===== config.mk =====
export PLATFORM = sky130hd
export DESIGN_NAME = tmr_chan
export DESIGN_NICKNAME = d
export VERILOG_FILES = /design/src/rtl/tmr_chan_pkg.sv /design/src/rtl/tmr_chan_edge.sv /design/src/rtl/tmr_chan_cmp.sv /design/src/rtl/tmr_chan_out.sv /design/src/rtl/tmr_chan.sv
export SDC_FILE = /design/constraint.sdc
export NUM_CORES = 1
export LEC_CHECK = 0
export BUFFER_PORTS_ARGS = -buffer_cell sky130_fd_sc_hd__buf_4
export CORE_ASPECT_RATIO = 1.5
export CORE_MARGIN = 1.5
export CORE_UTILIZATION = 28
export DETAILED_ROUTE_END_ITERATION = 12
export GPL_ROUTABILITY_DRIVEN = 0
export MAX_ROUTING_LAYER = met4
export PLACE_DENSITY = 0.52
export SLEW_MARGIN = 20
export SYNTH_ARGS = -nofsm -noshare
export SYNTH_HDL_FRONTEND = slang
export SYNTH_SLANG_ARGS = --single-unit

===== constraint.sdc =====
create_clock -name clk -period 2.55 [get_ports clk]
set_input_delay 0.255 -clock clk [delete_from_list [all_inputs] [get_ports clk]]
set_output_delay 0.255 -clock clk [all_outputs]
set_load 0.005 [all_outputs]

===== src/rtl/tmr_chan_pkg.sv =====
// Package: shared types and mode decoding for the timer channel.
// Assumes the code layout {msb, msa, els[1:0]}.
package tmr_chan_pkg;

    typedef enum logic [1:0] {
        ACT_NONE   = 2'b00,
        ACT_TOGGLE = 2'b01,
        ACT_CLEAR  = 2'b10,
        ACT_SET    = 2'b11
    } cmp_act_e;

    typedef struct packed {
        logic       msb;
        logic       msa;
        logic [1:0] els;
    } chan_mode_t;

    function automatic logic mode_is_capture(chan_mode_t m);
        return !m.msb && !m.msa;
    endfunction

    function automatic logic mode_is_output(chan_mode_t m);
        return m.msb || m.msa;
    endfunction

endpackage


===== src/rtl/tmr_chan_edge.sv =====
// Module: pin synchronizer and edge detector.
// Assumes pin_i is asynchronous. It is sampled through SYNC_STAGES flops,
// then compared with one more delayed flop to find edges.
module tmr_chan_edge #(
    parameter int SYNC_STAGES = 2
) (
    input  logic clk,
    input  logic rst_n,
    input  logic pin_i,
    output logic rise,
    output logic fall
);
    localparam int TOP = SYNC_STAGES - 1;

    logic [TOP:0] sync_q;
    logic         prev_q;

    // Shift the pin through the synchronizer and keep the previous sample.
    always_ff @(posedge clk) begin
        if (!rst_n) begin
            sync_q <= '0;
            prev_q <= 1'b0;
        end else begin
            sync_q <= {sync_q[TOP-1:0], pin_i};
            prev_q <= sync_q[TOP];
        end
    end

    // Edge decode from the current and previous synchronized samples.
    always_comb begin
        rise = sync_q[TOP] & ~prev_q;
        fall = ~sync_q[TOP] & prev_q;
    end

    // a rising edge can never be seen in two consecutive cycles.
    p_edge_gap_r3: assert property (@(posedge clk) disable iff (!rst_n)
        rise |=> !rise);

endmodule


===== src/rtl/tmr_chan_cmp.sv =====
// Module: compare register and match detector.
// Assumes the counter may stall. A match is reported only in a cycle where
// the counter differs from its previous value.
module tmr_chan_cmp #(
    parameter int CNT_W = 16
) (
    input  logic             clk,
    input  logic             rst_n,
    input  logic [CNT_W-1:0] cnt_val,
    input  logic             cmp_we,
    input  logic [CNT_W-1:0] cmp_wdata,
    output logic [CNT_W-1:0] cmp_q,
    output logic             match
);
    logic [CNT_W-1:0] cnt_prev;

    // Hold the compare value and the previous counter sample.
    always_ff @(posedge clk) begin
        if (!rst_n) begin
            cmp_q    <= '0;
            cnt_prev <= '0;
        end else begin
            cnt_prev <= cnt_val;
            if (cmp_we) cmp_q <= cmp_wdata;
        end
    end

    // Equality match, qualified by a counter change.
    always_comb match = (cnt_val == cmp_q) && (cnt_val != cnt_prev);

    // with the counter standing still, a match is not repeated.
    p_match_once_r5: assert property (@(posedge clk) disable iff (!rst_n)
        (match && $stable(cmp_q)) |=> (!match || cnt_val != $past(cnt_val)));

endmodule


===== src/rtl/tmr_chan_out.sv =====
// Module: output pin state, wrap toggle and full-duty override.
// Assumes mode, tov and max_req are registered settings. The wrap and match
// inputs are single-cycle qualifiers.
module tmr_chan_out
    import tmr_chan_pkg::*;
(
    input  logic       clk,
    input  logic       rst_n,
    input  chan_mode_t mode,
    input  logic       tov,
    input  logic       max_req,
    input  logic       ovf,
    input  logic       match,
    output logic       pin_o
);
    logic     out_q;
    logic     max_act;
    logic     is_out;
    cmp_act_e act;

    always_comb begin
        is_out = mode_is_output(mode);
        act    = cmp_act_e'(mode.els);
    end

    // Pin state: preset, then wrap toggle, then the compare action.
    always_ff @(posedge clk) begin
        if (!rst_n) begin
            out_q <= 1'b0;
        end else if (act == ACT_NONE) begin
            out_q <= mode.msa;
        end else if (is_out) begin
            if (ovf && tov) begin
                out_q <= ~out_q;
            end else if (match) begin
                case (act)
                    ACT_TOGGLE: out_q <= ~out_q;
                    ACT_CLEAR:  out_q <= 1'b0;
                    ACT_SET:    out_q <= 1'b1;
                    default:    out_q <= out_q;
                endcase
            end
        end
    end

    // Full-duty override changes only at a period boundary.
    always_ff @(posedge clk) begin
        if (!rst_n)   max_act <= 1'b0;
        else if (ovf) max_act <= tov & max_req & is_out;
    end

    // Drive the pin, forcing it high while the override is active.
    always_comb pin_o = out_q | max_act;

    // with no pin action selected the level follows msa.
    p_preset_r2: assert property (@(posedge clk) disable iff (!rst_n)
        (act == ACT_NONE) |=> (out_q == $past(mode.msa)));
    // a wrap with toggling enabled always flips the pin state.
    p_ovf_wins_r7: assert property (@(posedge clk) disable iff (!rst_n)
        (is_out && act != ACT_NONE && ovf && tov) |=> (out_q != $past(out_q)));
    // the override state is frozen between wraps.
    p_max_latency_r8: assert property (@(posedge clk) disable iff (!rst_n)
        !ovf |=> (max_act == $past(max_act)));

endmodule


===== src/rtl/tmr_chan.sv =====
// Module: timer capture/compare/PWM channel top.
// Holds the settings, the capture register and the sticky event flag.
// Assumes the counter and its wrap pulse are supplied by a neighbour.
module tmr_chan
    import tmr_chan_pkg::*;
#(
    parameter int CNT_W       = 16,
    parameter int SYNC_STAGES = 2
) (
    input  logic             clk,
    input  logic             rst_n,
    input  logic [CNT_W-1:0] cnt_val,
    input  logic             cnt_ovf,
    input  logic             cfg_we,
    input  logic [3:0]       cfg_mode,
    input  logic             cfg_tov,
    input  logic             cfg_max,
    input  logic             cmp_we,
    input  logic [CNT_W-1:0] cmp_wdata,
    input  logic             flag_clr,
    input  logic             pin_i,
    output logic [CNT_W-1:0] cap_q,
    output logic [CNT_W-1:0] cmp_q,
    output logic             flag_o,
    output logic             pin_o,
    output logic             port_ctl
);
    chan_mode_t mode_q;
    logic       tov_q;
    logic       max_q;
    logic       rise, fall, match;
    logic       cap_evt, cmp_evt;

    // Settings register.
    always_ff @(posedge clk) begin
        if (!rst_n) begin
            mode_q <= '0;
            tov_q  <= 1'b0;
            max_q  <= 1'b0;
        end else if (cfg_we) begin
            mode_q <= chan_mode_t'(cfg_mode);
            tov_q  <= cfg_tov;
            max_q  <= cfg_max;
        end
    end

    tmr_chan_edge #(.SYNC_STAGES(SYNC_STAGES)) i_edge (
        .clk(clk), .rst_n(rst_n), .pin_i(pin_i), .rise(rise), .fall(fall)
    );

    tmr_chan_cmp #(.CNT_W(CNT_W)) i_cmp (
        .clk(clk), .rst_n(rst_n), .cnt_val(cnt_val), .cmp_we(cmp_we),
        .cmp_wdata(cmp_wdata), .cmp_q(cmp_q), .match(match)
    );

    tmr_chan_out i_out (
        .clk(clk), .rst_n(rst_n), .mode(mode_q), .tov(tov_q), .max_req(max_q),
        .ovf(cnt_ovf), .match(match), .pin_o(pin_o)
    );

    // Event qualification per mode.
    always_comb begin
        cap_evt  = mode_is_capture(mode_q) &&
                   ((mode_q.els[0] && rise) || (mode_q.els[1] && fall));
        cmp_evt  = mode_is_output(mode_q) && match;
        port_ctl = (mode_q.els == 2'b00) || mode_is_capture(mode_q);
    end

    // Capture register and sticky flag. A new event beats a clear.
    always_ff @(posedge clk) begin
        if (!rst_n) begin
            cap_q  <= '0;
            flag_o <= 1'b0;
        end else begin
            if (cap_evt) cap_q <= cnt_val;
            if (cap_evt || cmp_evt) flag_o <= 1'b1;
            else if (flag_clr)      flag_o <= 1'b0;
        end
    end

    // a capture stores the counter value of the event cycle.
    p_cap_load_r3: assert property (@(posedge clk) disable iff (!rst_n)
        cap_evt |=> (cap_q == $past(cnt_val)));
    // the flag holds without a clear.
    p_flag_hold_r4: assert property (@(posedge clk) disable iff (!rst_n)
        (flag_o && !flag_clr) |=> flag_o);
    // a clear with no event drops the flag.
    p_flag_clr_r4: assert property (@(posedge clk) disable iff (!rst_n)
        (flag_clr && !cap_evt && !cmp_evt) |=> !flag_o);
    // an output-mode match raises the flag.
    p_cmp_flag_r9: assert property (@(posedge clk) disable iff (!rst_n)
        cmp_evt |=> flag_o);

endmodule


==> results of run 1 <==
routing by layer:
layer,GRT usage (%),share of wire (%)
met3,3.10,4.5
met2,21.4,51
met5,-,0
met1,15.2,41
met4,9.12,3.0
worst reg2reg max path, delay by kind of cell, from the launching register on:
| kind | cells | cell delay (ns) |
|---|---|---|
| compound gates | 2 | 0.22 |
| xor+xnor | 1 | 0.24 |
| flops | 1 | 0.34 |
| simple gates | 3 | 0.75 |
layout make-up:
cell class,count,area share (%)
Clock buffer,13,8.18
Sequential cell,60,35.0
Inverter,3,0.329
Tap cell,107,3.91
Clock inverter,3,1.24
Timing Repair Buffer,80,17.9
Multi-Input combinational cell,158,33.4
logic make-up after synthesis:
kind of cell | synth area share, %
and+or+nand+nor | 17.2
muxes | 15.7
AOI/OAI and AO/OA | 2.74
xor gates and xnor gates | 11.6
buffers and inverters | 3.25
DFF | 49.5
synthesized netlist by cell type:
master,n
nor4_1,1
xor2_1,16
nand4_1,6
nor4_2,4
clkbuf_1,7
buf_2,2
and2_1,18
and2_2,1
nand3_1,1
buf_6,1
a21oi_4,1
nor3b_1,1
o21ai_0,1
or2_2,1
a311oi_1,1
xnor2_1,16
a21oi_1,4
nor2_1,39
a31oi_1,1
nand2_1,3
dfxtp_1,60
inv_1,3
buf_12,1
nand2b_1,1
a221o_1,1
or2_1,1
nand3b_1,2
mux2i_1,38
state kept, by name (all words and copies together) (netlist names):
| signal | count |
|---|---|
| i_edge.prev_q | 1 |
| tov_q | 1 |
| flag_o | 1 |
| mode_q | 4 |
| cap_q | 16 |
| i_cmp.cnt_prev | 16 |
| i_out.max_act | 1 |
| i_cmp.cmp_q | 16 |
| i_out.out_q | 1 |
| i_edge.sync_q | 2 |
| max_q | 1 |
power breakdown:
part | internal, µW | total [µW] | switching (µW)
clock | 859 | 1260 | 405
combinational | 140 | 250 | 109
sequential | 981 | 1010 | 28.3
total | 1980 | 2520 | 543
stage by stage:
stage | util (%) | cells | area, µm²
3_3_place_gp | 36.9 | 408 | 3100
2_1_floorplan | - | 232 | 2420
3_5_place_dp | 36.9 | 408 | 3100
6_report | 40.7 | 424 | 3430
4_1_cts | 40.7 | 424 | 3430
5_1_grt | 40.7 | 424 | 3430
how the worst max path moves through the flow:
stage              startpoint           to  slack [ns]  depth (start not counted)
2_1_floorplan       mode_q[2]    cap_q[10]        1.10                          6
3_3_place_gp       cnt_val[5]  i_out.out_q        0.67                          7
3_5_place_dp       cnt_val[5]  i_out.out_q        0.73                          7
4_1_cts        i_cmp.cmp_q[5]  i_out.out_q        0.78                          6
5_1_grt        i_cmp.cmp_q[5]  i_out.out_q        0.61                          6
6_report       i_cmp.cmp_q[5]  i_out.out_q        0.86                          6
==> impl_metrics.csv, run 1 <==
group,metric,value,unit
outcome,outcome,"finished, final reports clean",
die,fp.dieArea,9240,µm²
setup_path,cp-end-kind,"flop",
cts,postCtsSetupRepairBufs,0,
sta,setup_ws,0.858,ns
setup_path,worstPathArrival,1.87,ns
grt,grt_overflow_total,0,
power,p_leak,0.00148,µW
die,io_pins,80,
cts,cts_resized,0,
sta,fin_tns_setup,0,ns
yosys,ys_seq_elements,60,
die,rows,41,
worst_hold_path,worstHoldPathCells,2,
sta,period_share,66.4,%
setup_path,max_stage_delay,0.39,ns
setup_path,worstSetupStartpointType,"flop",
setup_path,r2r-start,"i_cmp.cmp_q[5]",
setup_path,rrSetupSlack,0.86,ns
cts,clk_path_buf_depth,2,
setup_path,crit_path_cell_trace,"xnor2_1, nand4_1, nor4_1, nand4_1, a21oi_1, a311oi_1",
yosys,yosysWarningCount,0,
routing,routed_wl,5680,µm
setup_path,required,2.73,ns
worst_hold_path,min_from,"pin_i",
sta,period_needed,1.69,ns
power,total_power,2520,µW
cts,numCtsBuffers,9,
job,maxCapViolCount,0,
finish,synthToLayoutAreaGrowth,41.3,%
finish,drive_gt1_share,32.5,%
grt,grt_pass1_vias,1715,
yosys,syn_area_per_cell,10.5,µm²
die,die_h,117,µm
placed_design,io_buffers,79,
grt,grt.total_usage,13.6,%
setup_path,crit_buf_inv,0,
sta,max_freq,0.591,GHz
setup_path,crit_family,"simple AND/OR/NAND/NOR gates",
setup_path,cp_common_cell,"nand4_1",
sta,fin_hold_ws,0.139,ns
setup_path,r2r_cells,6,
yosys,synthCells,232,
finish,fillerInstances,865,
cts,clk_latency,0.33,ns
sta,rsz0062_at_grt,"false",
sta,skew,0.00726,ns
setup_path,r2r-end,"i_out.out_q",
yosys,synth.top_cell.area_share,49.5,%
routing,dr.pass1.iters,5,
routing,vias_per_cell,4.36,
power,max-vdd-ir-drop,0.362,mV
yosys,synthTopCellsByArea,"dfxtp_1, mux2i_1, nor2_1",
cts,cts_hold_buf,0,
yosys,synth_top_cell_by_area,"dfxtp_1",
worst_hold_path,hold_end,"i_edge.sync_q[0]",
finish,final-seq-area,1200,µm²
sta,slew_headroom,50.9,%
finish,insertedDiodeCount,0,
cts,clkSinkCount,60,
grt,grt_pass1_wl,8840,µm
placed_design,dp_hpwl,4210,µm
yosys,synth_area,2420,µm²
routing,drc,0,
sta,tightest_slew,0.734,ns
yosys,seq_area_frac_synth,49.5,%
finish,nNetsFinal,357,
worst_hold_path,worst_hold_path_type,"input pin to flop",
power,pwr_density_cell,736,nW/µm²
routing,drt_first_iter_violations,80,
finish,final_cell_mix,"buf_4, dfxtp_1, nor2_1",
cts,path_clk_slew,0.05,ns
setup_path,critPathKind,"flop to flop",
die,core_area,8410,µm²
cts,cts_tree,"done",
setup_path,slowest_stage,"nor4_1",
setup_path,path_max_fanout,3,
grt,antenna_found_initial,0,
die,dieWidth,79.0,µm
placed_design,post-place-ws,0.725,ns
yosys,synth_nets,277,
routing,wl_per_cell,13.4,µm
finish,multi_input_area,1140,µm²
grt,grt_max_degree,24,
finish,final_common_cell,"buf_4",
sta,hold_viol_final,0,
routing,ant_nets,0,
sta,setup_violations,0,
cts,cts_root_buffer,"clkbuf_16",
routing,vias,1848,
sta,drv_slew,0,
cts,htree_levels,3,
die,initial_core_util,28.8,%
yosys,ys_types,28,
No activity file was read; power rests on OpenSTA's default activity.
==> run 2: changes to the inputs <==
Clock period 2.55 ns to 1.66 ns, I/O delays scaled along.
==> run 2 against run 1 <==
Clock skew fell by 0.0029 ns. First-iteration DRC count decreased by 25%. Hold slack lost 0.083 ns. Flip-flop and latch count is the same. Clock power rose by 24%. Maximum frequency up 8.2%. Utilization shrank 0.25 points. Via count shrank 1.1%. Critical path type unchanged. Cell area decreased by 0.62%. Sequential share of layout area increased by 0.40 points. Combinational power is 58% higher.
==> impl_metrics.csv, run 2 (synthesis results as in run 1) <==
group,metric,value,unit
power,seqPwrFrac,44.3,%
power,clkPwrFrac,44.4,%
die,dieWidth,79.0,µm
outcome,outcome,"finished, final reports clean",
setup_path,max_stage_delay,0.37,ns
setup_path,crit_path_cell_trace,"xnor2_1, nand3_1, nor4_2, nand4_1, buf_4, a21oi_1",
worst_hold_path,worst_hold_path_type,"input pin to flop",
finish,top_regs,"cap_q x16, i_cmp.cmp_q x16, i_cmp.cnt_prev x16",
finish,drive_gt1_share,34.3,%
finish,nNetsFinal,361,
setup_path,worstSetupStartpointType,"flop",
sta,fin_hold_ws,0.0559,ns
die,io_pins,80,
power,p_leak,0.00147,µW
power,total_power,3510,µW
routing,vias,1828,
finish,synthToLayoutAreaGrowth,40.5,%
power,comb_power_share,11.3,%
finish,finish.utilization,40.5,%
routing,drt_first_iter_violations,60,
placed_design,dp_hpwl,4340,µm
die,rows,41,
sta,tightest_slew,0.343,ns
setup_path,cp-end-kind,"flop",
cts,htree_levels,3,
power,pwr_density_cell,1030,nW/µm²
finish,final_common_cell,"buf_4",
finish,design_area,3410,µm²
cts,path_clk_slew,0.05,ns
routing,dr.pass1.iters,3,
die,initial_core_util,28.8,%
sta,skew,0.00435,ns
cts,clk_path_buf_depth,2,
cts,cts_root_buffer,"clkbuf_16",
cts,clk_latency,0.32,ns
grt,grt_pass1_vias,1796,
routing,ant_nets,0,
sta,slew_headroom,77.1,%
placed_design,dp_cells,411,
die,fp.dieArea,9240,µm²
setup_path,required,1.91,ns
sta,drv_slew,0,
sta,setup_violations,0,
power,max-vdd-ir-drop,0.537,mV
finish,fin_cells,425,
sta,max_freq,0.639,GHz
routing,wl_per_cell,14.1,µm
setup_path,path_max_fanout,3,
power,p_switching,793,µW
placed_design,io_buffers,79,
setup_path,critPathKind,"flop to flop",
routing,drc,0,
setup_path,slowest_stage,"dfxtp_1",
sta,period_share,94.2,%
sta,hold_viol_final,0,
power,sw_frac_of_total,22.6,%
grt,grt_pass1_wl,9290,µm
sta,period_needed,1.56,ns
grt,antenna_found_initial,0,
placed_design,place_area,3130,µm²
setup_path,worstPathArrival,1.81,ns
power,power.internal,2710,µW
cts,cts_hold_buf,0,
die,die_h,117,µm
die,core_area,8410,µm²
grt,grt_max_degree,23,
finish,final_cell_mix,"buf_4, dfxtp_1, nor2_1",
routing,vias_per_cell,4.30,
finish,insertedDiodeCount,0,
cts,clkSinkCount,60,
cts,cts_tree,"done",
grt,grt.total_usage,14.1,%
cts,numCtsBuffers,9,
routing,routed_wl,5980,µm
grt,grt_overflow_total,0,
job,maxCapViolCount,0,
## run 2: changes by cell type in the layout (fill, tap and decap cells not counted), moves of 2 or more
cell      before  now
xnor2_1       16   14
clkbuf_1       0    4
dfxtp_2        0    5
dfxtp_1       60   55
clkbuf_8       4    0
buf_4         79   83
xnor2_2        0    2
## run 2: timing repair
item	CTS	global route
buffers inserted	0	1
resized for setup	1	8
pin swaps	0	4
endpoints found under the setup margin	1	1
## run 2: final cells by class
type,count,area [µm²]
multi-input combinational,158,1170
clock buffer,13,240
fill,892,5010
tap,107,134
sequential,60,1210
inverter,3,11.3
timing repair buffer,84,643
## run 2: layer usage
layer	up-vias	track usage [%]	routed length (µm)
met2	43	23.4	3120
met5	-	-	0
met3	8	4.11	252
met4	0	5.96	111
li1	938	-	-
met1	839	15.9	2490
## run 2: worst paths after layout
| kind | from | endpoint | slack (ns) | cells past startpoint |
|---|---|---|---|---|
| worst min-delay path | pin_i | i_edge.sync_q[0] | 0.06 | 2 |
| worst max-delay path | i_cmp.cmp_q[8] | flag_o | 0.1 | 6 |
| worst max register to register | i_cmp.cmp_q[8] | flag_o | 0.1 | 6 |
| worst min register to register | i_edge.sync_q[0] | i_edge.sync_q[1] | 0.44 | 1 |
## run 2: power by group through the flow
stage          Clock [µW]  Combinational, µW  Sequential [µW]
2_1_floorplan           0                202             1570
3_5_place_dp            0                397             1580
6_report             1560                396             1550
4_1_cts              1610                400             1550
3_3_place_gp            0                397             1580
5_1_grt              1660                439             1560
## run 2: metrics by stage
step | TNS, ns | worst slack [ns]
after floorplan | 0 | 0.215
after global placement | 0 | 0.0245
after detailed placement | 0 | 0.0222
after CTS | 0 | 0.0588
after global routing | -0.0227 | -0.0173
final | 0 | 0.0958
## run 2: worst max-delay path, delay by kind of cell, from the launching register on
family,cells,cell delay (ns)
and+or+nand+nor,3,0.69
xor gates and xnor gates,1,0.13
DFF,1,0.37
AOI/OAI and AO/OA,1,0.12
buffers and inverters,1,0.19
